<file path="src/rtl/pwm_pkg.sv">
package pwm_pkg;
    typedef enum logic {
        POL_POS = 1'b0,
        POL_NEG = 1'b1
    } pol_e;
endpackage

</file>
<file path="src/rtl/pwm_sm_split.sv">
module pwm_sm_split #(
    parameter int SAMPLE_W = 10,
    localparam int MAG_W   = SAMPLE_W - 1
) (
    input  logic [SAMPLE_W-1:0] sample_i,
    output pwm_pkg::pol_e       pol_o,
    output logic [MAG_W-1:0]    mag_o
);
    logic [SAMPLE_W-1:0] abs_w;

    always_comb begin
        pol_o = sample_i[SAMPLE_W-1] ? pwm_pkg::POL_NEG : pwm_pkg::POL_POS;
        abs_w = sample_i[SAMPLE_W-1] ? (~sample_i + 1'b1) : sample_i;
        if (abs_w[SAMPLE_W-1]) begin
            mag_o = {MAG_W{1'b1}};
        end else begin
            mag_o = abs_w[MAG_W-1:0];
        end
    end

    always_comb begin
        assert_sat_R4: assert (mag_o != '0 || sample_i == '0);
    end
endmodule

</file>
<file path="src/rtl/pwm_period_ctr.sv">
module pwm_period_ctr #(
    parameter int PER_W = 10
) (
    input  logic             clk,
    input  logic             rst_n,
    input  logic             en_i,
    input  logic [PER_W-1:0] period_i,
    output logic [PER_W-1:0] cnt_o,
    output logic             wrap_o
);
    typedef struct packed {
        logic [PER_W-1:0] cnt;
        logic [PER_W-1:0] per;
    } ctr_t;

    ctr_t             st_d, st_q;
    logic [PER_W-1:0] last_w;

    always_comb begin
        last_w = (st_q.per == '0) ? '0 : st_q.per - 1'b1;
        wrap_o = en_i && (st_q.cnt == last_w);
        st_d   = st_q;
        if (en_i) begin
            if (wrap_o) begin
                st_d.cnt = '0;
                st_d.per = period_i;
            end else begin
                st_d.cnt = st_q.cnt + 1'b1;
            end
        end
    end

    always_ff @(posedge clk) begin
        if (!rst_n) begin
            st_q <= '0;
        end else begin
            st_q <= st_d;
        end
    end

    assign cnt_o = st_q.cnt;

    assert_cnt_in_range_R5: assert property (@(posedge clk) disable iff (!rst_n)
        st_q.cnt <= last_w);
    assert_hold_when_off_R9: assert property (@(posedge clk) disable iff (!rst_n)
        !en_i |=> $stable(st_q.cnt));
    assert_per_only_at_end_R6: assert property (@(posedge clk) disable iff (!rst_n)
        !wrap_o |=> $stable(st_q.per));
endmodule

</file>
<file path="src/rtl/pwm_steer.sv">
module pwm_steer #(
    parameter int MAG_W = 9,
    parameter int PER_W = 10
) (
    input  logic             clk,
    input  logic             rst_n,
    input  logic             en_i,
    input  logic             load_i,
    input  pwm_pkg::pol_e    pol_i,
    input  logic [MAG_W-1:0] mag_i,
    input  logic [PER_W-1:0] cnt_i,
    output logic             pos_o,
    output logic             neg_o
);
    import pwm_pkg::*;

    localparam int CMP_W = (MAG_W > PER_W) ? MAG_W : PER_W;

    typedef struct packed {
        pol_e             pol;
        logic [MAG_W-1:0] mag;
        logic             dead;
    } steer_t;

    steer_t     st_d, st_q;
    logic       active_w;
    logic [CMP_W-1:0] mag_x, cnt_x;

    always_comb begin
        st_d = st_q;
        if (load_i) begin
            st_d.pol  = pol_i;
            st_d.mag  = mag_i;
            st_d.dead = (pol_i != st_q.pol);
        end
        mag_x    = CMP_W'(st_q.mag);
        cnt_x    = CMP_W'(cnt_i);
        active_w = en_i && (mag_x > cnt_x) && !(st_q.dead && cnt_i == '0);
        pos_o    = active_w && (st_q.pol == POL_POS);
        neg_o    = active_w && (st_q.pol == POL_NEG);
    end

    always_ff @(posedge clk) begin
        if (!rst_n) begin
            st_q <= '{pol: POL_POS, mag: '0, dead: 1'b0};
        end else begin
            st_q <= st_d;
        end
    end

    assert_no_overlap_R8: assert property (@(posedge clk) disable iff (!rst_n)
        !(pos_o && neg_o));
    assert_dead_cycle_R7: assert property (@(posedge clk) disable iff (!rst_n)
        (load_i && pol_i != st_q.pol) |=> (!pos_o && !neg_o));
    assert_mag_only_at_end_R6: assert property (@(posedge clk) disable iff (!rst_n)
        !load_i |=> $stable(st_q.mag));
    assert_off_quiet_R9: assert property (@(posedge clk) disable iff (!rst_n)
        !en_i |-> (!pos_o && !neg_o));
endmodule

</file>
<file path="src/rtl/pwm_pushpull.sv">
module pwm_pushpull #(
    parameter int SAMPLE_W = 10,
    parameter int PER_W    = 10,
    localparam int MAG_W   = SAMPLE_W - 1
) (
    input  logic                clk,
    input  logic                rst_n,
    input  logic                en_i,
    input  logic [SAMPLE_W-1:0] sample_i,
    input  logic [PER_W-1:0]    period_i,
    output logic                drv_pos_o,
    output logic                drv_neg_o,
    output logic                frame_end_o
);
    pwm_pkg::pol_e    pol_w;
    logic [MAG_W-1:0] mag_w;
    logic [PER_W-1:0] cnt_w;
    logic             wrap_w;

    pwm_sm_split #(.SAMPLE_W(SAMPLE_W)) u_split (
        .sample_i (sample_i),
        .pol_o    (pol_w),
        .mag_o    (mag_w)
    );

    pwm_period_ctr #(.PER_W(PER_W)) u_ctr (
        .clk      (clk),
        .rst_n    (rst_n),
        .en_i     (en_i),
        .period_i (period_i),
        .cnt_o    (cnt_w),
        .wrap_o   (wrap_w)
    );

    pwm_steer #(.MAG_W(MAG_W), .PER_W(PER_W)) u_steer (
        .clk    (clk),
        .rst_n  (rst_n),
        .en_i   (en_i),
        .load_i (wrap_w),
        .pol_i  (pol_w),
        .mag_i  (mag_w),
        .cnt_i  (cnt_w),
        .pos_o  (drv_pos_o),
        .neg_o  (drv_neg_o)
    );

    assign frame_end_o = wrap_w;

    assert_first_cycle_low_R1: assert property (@(posedge clk)
        !$past(rst_n) |-> (!drv_pos_o && !drv_neg_o));
endmodule

</file>
<file path="config.mk">
export PLATFORM = sky130hd
export DESIGN_NAME = pwm_pushpull
export DESIGN_NICKNAME = d
export VERILOG_FILES = /design/src/rtl/pwm_pkg.sv /design/src/rtl/pwm_sm_split.sv /design/src/rtl/pwm_period_ctr.sv /design/src/rtl/pwm_steer.sv /design/src/rtl/pwm_pushpull.sv
export SDC_FILE = /design/constraint.sdc
export NUM_CORES = 1
export LEC_CHECK = 0
export BUFFER_PORTS_ARGS = -buffer_cell sky130_fd_sc_hd__buf_2
export CAP_MARGIN = 20
export CORE_ASPECT_RATIO = 0.9
export CORE_MARGIN = 2
export CORE_UTILIZATION = 40
export CTS_CLUSTER_SIZE = 25
export DETAILED_ROUTE_END_ITERATION = 6
export GPL_ROUTABILITY_DRIVEN = 0
export PLACE_DENSITY_LB_ADDON = 0.2
export SLEW_MARGIN = 10
export SYNTH_ARGS = -nofsm -noshare
export SYNTH_HDL_FRONTEND = slang
export SYNTH_SLANG_ARGS = --single-unit
</file>
<file path="constraint.sdc">
create_clock -name clk -period 6.2 [get_ports clk]
set_input_delay 0.62 -clock clk [delete_from_list [all_inputs] [get_ports clk]]
set_output_delay 0.62 -clock clk [all_outputs]
set_load 0.03 [all_outputs]
</file>
## Yosys cells after proc, flatten, opt, wreduce, memory -nomap -nowiden

Index checks and enable logic that the tools add are counted.

- $add $sub $neg: 3
- Magnitude comparators: 1
- Eq/ne operators: 2
- Muxes and demuxes: 5
- Bitwise gates (word level): 2
- Reductions and logical operators: 10

Operator list:

| operator | number |
|---|---|
| $mux W10 | 3 |
| $add A10 B1 Y10 const B | 2 |
| $logic_not A10 Y1 | 2 |
| $eq A10 B10 Y1 | 1 |
| $gt A9 B10 Y1 | 1 |
| $not A10 Y10 | 1 |
| $sub A10 B1 Y10 const B | 1 |
| $mux W9 | 1 |
| $logic_and A1 B1 Y1 | 6 |
| $reduce_and A2 Y1 | 1 |
| $logic_not A1 Y1 | 1 |
| $mux W1 | 1 |
| $ne A1 B1 Y1 | 1 |
| $not A1 Y1 | 1 |

- Bits in registers: 31
- Bits of input ports: 23
- Output and inout port bits: 3
- Logic and storage cells: 28

## Longest topological paths before layout

Gate-level depths: netlist of the first run.

- Depth after elaboration: 5
- Depth in mapped cells: 11
- Mapped depth without buffers: 10

## Modules after synthesis

From an unflattened synthesis of the first run, not the netlist that was laid out.

- Cell total of the unflattened synthesis: 271
- Area total of the unflattened synthesis: 2351.0 sq um

Modules (own cells, without submodules):

| module | instances | cells each | area an instance (sq um) | seq. area each (sq um) |
|---|---|---|---|---|
| pwm_period_ctr | 1 | 152 | 1370.1 | 400.4 |
| pwm_steer | 1 | 75 | 700.7 | 220.2 |
| pwm_sm_split | 1 | 44 | 280.3 | 0.0 |

## Least setup slack after synthesis of the first run

OpenSTA, ideal clock, no wires.

- Path kind: register to output
- Start point: reg u_ctr.st_q[0] in the netlist's numbering
- End point: out frame_end_o
- Data arrival time: 2.416 ns
- Required time: 5.580 ns
- Slack: 3.164 ns
- Cell stages (with the launch flop): 11
- Buffers on the path: 1
- Cell sequence: dfxtp_1 > inv_1 > ha_1 > or4b_4 > or4_1 > a21oi_1 > o21ai_1 > nor2_2 > nand2_2 > inv_2 > buf_4

- Longest elaborated chain between the ends: 4
- Elaborated cells between the ends (all ways): 5
- Classes of those cells: 1 x add/sub; 1 x eq/ne; 1 x mux; 2 x reduce/logical

Ends and longest elaborated chain:

| element | RTL line | RTL |
|---|---|---|
| from (decl) | pwm_period_ctr.sv:16 | `ctr_t st_d, st_q;` |
| from (signal assigned) | pwm_period_ctr.sv:37 | `st_q <= st_d;` |
| $sub A10 B1 Y10 / $logic_not A10 Y1 (equally long branches) | pwm_period_ctr.sv:20 | `last_w = (st_q.per == '0) ? '0 : st_q.per - 1'b1;` |
| $mux W10 (*) | pwm_period_ctr.sv:20 |  |
| $eq A10 B10 Y1 (*) | pwm_period_ctr.sv:21 | `wrap_o = en_i && (st_q.cnt == last_w);` |
| $logic_and A1 B1 Y1 (*) | pwm_period_ctr.sv:21 |  |
| to (decl) | pwm_pushpull.sv:13 | `output logic frame_end_o` |

Mark *: on every way between the ends. The rest lies on a longest branch, timed or not.

## Worst setup path after layout of the first run

Same ends and word-level chain as after synthesis.

==> results of run 1 <==
-- worst paths after layout --
kind	to	slack, ns
worst max-delay path	frame_end_o	1.97
worst min-delay path	u_steer.mag_x[8]$_SDFFE_PN0P_	0.48
worst max register to register	u_steer.mag_x[0]$_SDFFE_PN0P_	2.85
worst min register to register	u_steer.mag_x[8]$_SDFFE_PN0P_	0.48
-- critical path: stages, from the launching register on --
cell,delay (ns)
dfxtp_1,0.35
inv_1,0.07
ha_1,0.26
nor4b_2,0.60
nand3_1,0.23
o32a_1,0.21
o32a_1,0.22
nor3_4,0.54
nand2_2,0.14
inv_2,0.40
buf_2,0.29
-- flip-flops by register name, summed over array words and instances (netlist names) --
signal,count
u_steer.st_q,2
u_steer.mag_x,9
u_ctr.cnt_o,10
u_ctr.st_q,10
-- layout make-up --
type | count | area [µm²] | area share, %
Sequential cell | 31 | 621 | 25.8
Timing Repair Buffer | 25 | 125 | 5.19
Clock buffer | 6 | 82.6 | 3.43
Inverter | 18 | 67.6 | 2.80
Multi-Input combinational cell | 207 | 1430 | 59.1
Clock inverter | 1 | 5.00 | 0.208
Tap cell | 67 | 83.8 | 3.48
-- power by group through the flow --
stage / Combinational [mW] / Clock (mW) / Sequential, mW
global placement: 0.337 / 0 / 0.256
floorplan: 0.299 / 0 / 0.238
finish: 0.339 / 0.158 / 0.252
CTS: 0.341 / 0.164 / 0.251
detailed placement: 0.338 / 0 / 0.255
global route: 0.388 / 0.174 / 0.255
-- placed cells by master, fill, tap and decap left out, drive strengths merged, types with 2 or more instances in the layout --
cell type  instances
nand3             16
or4                3
o21ai             15
a311oi             8
xor2               5
a32oi              2
o41ai              2
buf               25
inv               18
nand4              7
o32a               2
o31ai              2
ha                13
nor4b              2
a21o               3
nor4               3
nand2b             3
nor2              12
a211oi             2
nand2             19
nor2b              2
mux2i             10
o22ai              2
or2                2
a21oi             18
dfxtp             31
and3               2
a31oi              2
nor3              16
or3                6
xnor2             14
clkbuf             6
-- through the flow --
step                area (µm²)  std cells  utilization, %
floorplan                 2220        276               -
global placement          2320        348            43.7
detailed placement        2320        348            43.7
CTS                       2410        355            45.3
global route              2410        355            45.3
finish                    2410        355            45.3
-- logic make-up (layout without fill, tap and decap cells) --
kind of cell / count (synthesis) / after routing / share of synthesized area, %
compound gates: 68 / 68 / 20.7
fa+ha+maj: 13 / 13 / 7.32
buf+inv: 38 / 50 / 7.94
simple gates: 97 / 97 / 24.2
flops: 31 / 31 / 27.9
mux: 10 / 10 / 4.50
xor+xnor: 19 / 19 / 7.49
-- per-layer routing --
metal  part of all wire, %  vias to the layer above
li1                      -                     1047
met1                    49                      965
met2                    44                       55
met3                   5.7                        5
met4                   1.0                        0
met5                     0                        -
==> impl_results.md, run 1 <==
- Clock root buffer master: clkbuf_8
- Combinational share of power: 45.3%
- Critical path endpoint category: output port
- Post-synth top cells: dfxtp_1 (31), a21oi_1 (18), nand2_1 (18), inv_1 (17), nand3_1 (16)
- Time the worst path needs with I/O delays and setup: 4.23 ns
- Sw Ratio: 40.9%
- Yosys top cell area share: 27.9%
- Gr ovfl total: 0
- Ports: 26
- Pin count of the biggest net entering global routing: 26
- First-pass GRT wire length: 9.25 mm
- Global routing usage on met2: 29.2%
- Pre-CTS setup slack: 2.32 ns
- Worst hold path startpoint: u_steer.mag_x[8]$_SDFFE_PN0P_
- Sequential area share after synthesis: 27.9%
- Initial antenna violation count: 0
- Std-Cell Rows: 25
- 1st-pass router iterations: 4
- Fillers: 561
- Vias/cell: 5.84
- TritonCTS clock tree: yes
- # nets final: 324
- Met3 global-route usage: 5.28%
- Clk Latency, worst-skew pair: 0.28 ns
- Synth async-reset ratio: 0%
- Final setup viols: 0
- Setup TNS Final: 0 ns
- DP Wirelength: 4.07 mm
- Post-CTS setup buffer count: 0
- Post-synthesis net count: 312
- Pwr Density: 311 nW/µm²
- Top-count cell post-synth: dfxtp_1
- Synth top area cells: dfxtp_1 (28%), ha_1 (7.3%), xnor2_1 (5.5%)
- Worst ir drop on vdd: 0.148 mV
- Gr busiest metal: met2
- Share of cells above drive strength 1: 14.2%
- Rel. slew slack: 50.3%
- Worst-path maximum fanout: 25
- Hold_ws: 0.484 ns
- GR Util All Layers: 19.6%
- Total die area: 6170 µm²
- Overall Power: 0.749 mW
- Setup WS post-layout: 1.97 ns
- Via count: 2,072
- Worst EP required: 5.58 ns
- GRT met1 Usage: 28.5%
- # clock sinks: 31
- Hold_buf cts: 0
- Post-Synthesis Cell Area: 2220 µm²
- Starting DRT DRC Count: 100
- Yosys reg bits: 31
- Die H: 74.7 µm
- Ant. Diodes: 0
- Starting density of the core: 41.8%
- # H-tree levels: 2
- Post-synth EDFFs: 0
- Die Width: 82.6 µm
- Status: finished, final reports clean
- Power Internal: 0.443 mW
- Area grow syn2layout: 8.45%
- Worst Path Arrival: 3.61 ns
- Wirelength per Cell: 15.3 µm
- Worst r2r src: u_ctr.st_q[0]$_SDFFE_PN0P_
- Total DRC errors in the routed layout: 0
- Pins Over Slew Limit: 0
- Pleak: 0.904 nW
- Worst hold path stage count: 2
- Post-Synthesis Cells: 276
- Vias in the first global route: 1,897
- Worst-path clk slew: 0.06 ns
- Clk_skew: 0.00458 ns
- Max Clock Freq: 0.237 GHz
- Psw: 0.307 mW
- Hold WC Path Type: reg -> reg
- Yosys warning total: 0
- Setup CP Type: reg -> out
- Fin crit share: 68.2%
- Final wirelength: 5.42 mm
- RSZ-0062 raised after global routing: false
- Least-Margin Pin Slew: 0.745 ns
- Setup crit start kind: flop
- Final-report hold violation count: 0
- Core Area: 5320 µm²
- Total of max-cap violations: 0
- Predominant post-synthesis flop cell: dfxtp_1
- Count of different cell masters after synthesis: 56
- I/O Buffers: 25
- Post-CTS Resized: 0
- Flop pwr share: 33.6%
- Syn_area_per_cell: 8.05 µm²
- Max clock buf depth: 2
- Cell count of the worst reg-to-reg path: 10
- Num CTS Buffers: 5
- CP startpoint: u_ctr.st_q[0]$_SDFFE_PN0P_
- Clk network pwr share: 21.1%
- DRT antenna net count: 0
- Synth area leader: dfxtp_1
No activity file was read; power rests on OpenSTA's default activity.
==> run 2: changes to the inputs <==
- clock period: 6.2 -> 3.4 ns (I/O delays scaled with it)
==> run 2 against run 1 <==
Die area unchanged; critical path depth unchanged; largest cell class unchanged; register-to-register slack got worse by 2.4 ns; core utilization increased by 0.59 points; count of clock-buffer cells in the layout unchanged; largest power group unchanged; wire length increased by 0.87%; sequential share of layout area decreased by 0.33 points; highest routed layer unchanged; critical endpoint unchanged; setup slack got worse by 1.8 ns; combinational power increased by 96%.
==> impl_results.md, run 2 (synthesis results as in run 1) <==
- Setup crit start kind: flop
- Hold WC Path Type: in -> reg
- Worst-path maximum fanout: 10
- RSZ-0062 raised after global routing: false
- # clock sinks: 31
- Worst EP required: 3.06 ns
- # H-tree levels: 2
- Worst Path Arrival: 2.92 ns
- Setup TNS Final: 0 ns
- Gr ovfl total: 0
- Vias in the first global route: 1,858
- Max clock buf depth: 2
- DP Wirelength: 4.06 mm
- Finished Cell Area: 2440 µm²
- Area grow syn2layout: 9.85%
- # nets final: 329
- Placed inst area: 2360 µm²
- 1st-pass router iterations: 4
- Fillers: 552
- Worst ir drop on vdd: 0.310 mV
- Worst hold path stage count: 3
- Clock root buffer master: clkbuf_8
- Via count: 2,085
- Ant. Diodes: 0
- Time the worst path needs with I/O delays and setup: 3.26 ns
- TritonCTS clock tree: yes
- Std-Cell Rows: 25
- Worst-path clk slew: 0.07 ns
- Setup WS post-layout: 0.143 ns
- Pwr Density: 569 nW/µm²
- Final-report hold violation count: 0
- Vias/cell: 5.81
- Wirelength per Cell: 15.2 µm
- GR Util All Layers: 19.2%
- Clk Latency, worst-skew pair: 0.29 ns
- Final setup viols: 0
- Status: finished, final reports clean
- Area occupied by multi-input gates: 1430 µm²
- Cell count of the worst reg-to-reg path: 11
- Max Clock Freq: 0.307 GHz
- Pleak: 0.930 nW
- Setup CP Type: reg -> out
- Rel. slew slack: 47.6%
- Total die area: 6170 µm²
- Die H: 74.7 µm
- Pin count of the biggest net entering global routing: 25
- First-pass GRT wire length: 9.04 mm
- Least-Margin Pin Slew: 0.785 ns
- Critical path endpoint category: output port
- I/O Buffers: 25
- Starting density of the core: 41.8%
- DRT antenna net count: 0
- Most frequent cells in the layout: dfxtp_1 (31), buf_2 (25), a21oi_1 (18), nand2_1 (18), inv_1 (17)
- Num CTS Buffers: 5
- Share of cells above drive strength 1: 15.1%
- Fin crit share: 95.8%
- Post-CTS setup buffer count: 0
- Clk_skew: 0.00901 ns
- Pre-CTS setup slack: 0.503 ns
- Total DRC errors in the routed layout: 0
- FF/Latch Area: 621 µm²
- Core Area: 5320 µm²
- Layout Utilization: 45.9%
- Most common cell after layout, fill and taps aside: dfxtp_1
- Final wirelength: 5.47 mm
- Pins Over Slew Limit: 0
- Hold_ws: 0.294 ns
- Die Width: 82.6 µm
- Total of max-cap violations: 0
- Starting DRT DRC Count: 124
- Initial antenna violation count: 0
- Ports: 26
-- run 2: timing repair --
action                     CTS  global route
resized for setup            0             1
hold buffers                 0             0
setup endpoints to repair    0             1
-- run 2: critical path, cell delays in order, from the launching register on --
cell	delay, ns
dfxtp_1	0.35
inv_1	0.07
ha_1	0.29
or4b_4	0.53
or4_1	0.51
a21oi_1	0.14
o21ai_1	0.12
nor2_2	0.15
nand2_2	0.08
inv_2	0.16
buf_2	0.23
-- run 2: final timing paths --
check / start / endpoint / slack (ns)
min reg2reg: u_steer.mag_x[8]$_SDFFE_PN0P_ / u_steer.mag_x[8]$_SDFFE_PN0P_ / 0.48
max: u_ctr.st_q[0]$_SDFFE_PN0P_ / frame_end_o / 0.14
min: period_i[1] / u_ctr.st_q[1]$_SDFFE_PN0P_ / 0.29
max reg2reg: u_ctr.st_q[0]$_SDFFE_PN0P_ / u_ctr.st_q[5]$_SDFFE_PN0P_ / 0.44
-- run 2: stage by stage --
step	std cells	power (mW)
CTS	359	1.39
detailed placement	353	1.12
floorplan	276	0.980
global placement	353	1.12
finish	359	1.39
global route	359	1.50
-- run 2: layout make-up --
class,count,share of cell area (%)
clock buffers,6,2.97
inverters,18,2.77
multi-input cells,207,58.7
flip-flops and latches,31,25.4
well taps,67,3.43
repair buffers,30,6.66
-- run 2: metal layers --
layer,track usage [%],wire (µm)
met5,0,0
met1,28.3,2710
met4,4.92,82
met3,4.56,325
met2,28.3,2350
-- run 2: power by group --
| group | total, mW | leakage, nW | internal [mW] | switching [mW] |
|---|---|---|---|---|
| combinational | 0.665 | 0.642 | 0.280 | 0.385 |
| clock | 0.268 | 0.0371 | 0.136 | 0.131 |
| sequential | 0.458 | 0.251 | 0.402 | 0.0559 |
| total | 1.39 | 0.930 | 0.817 | 0.573 |
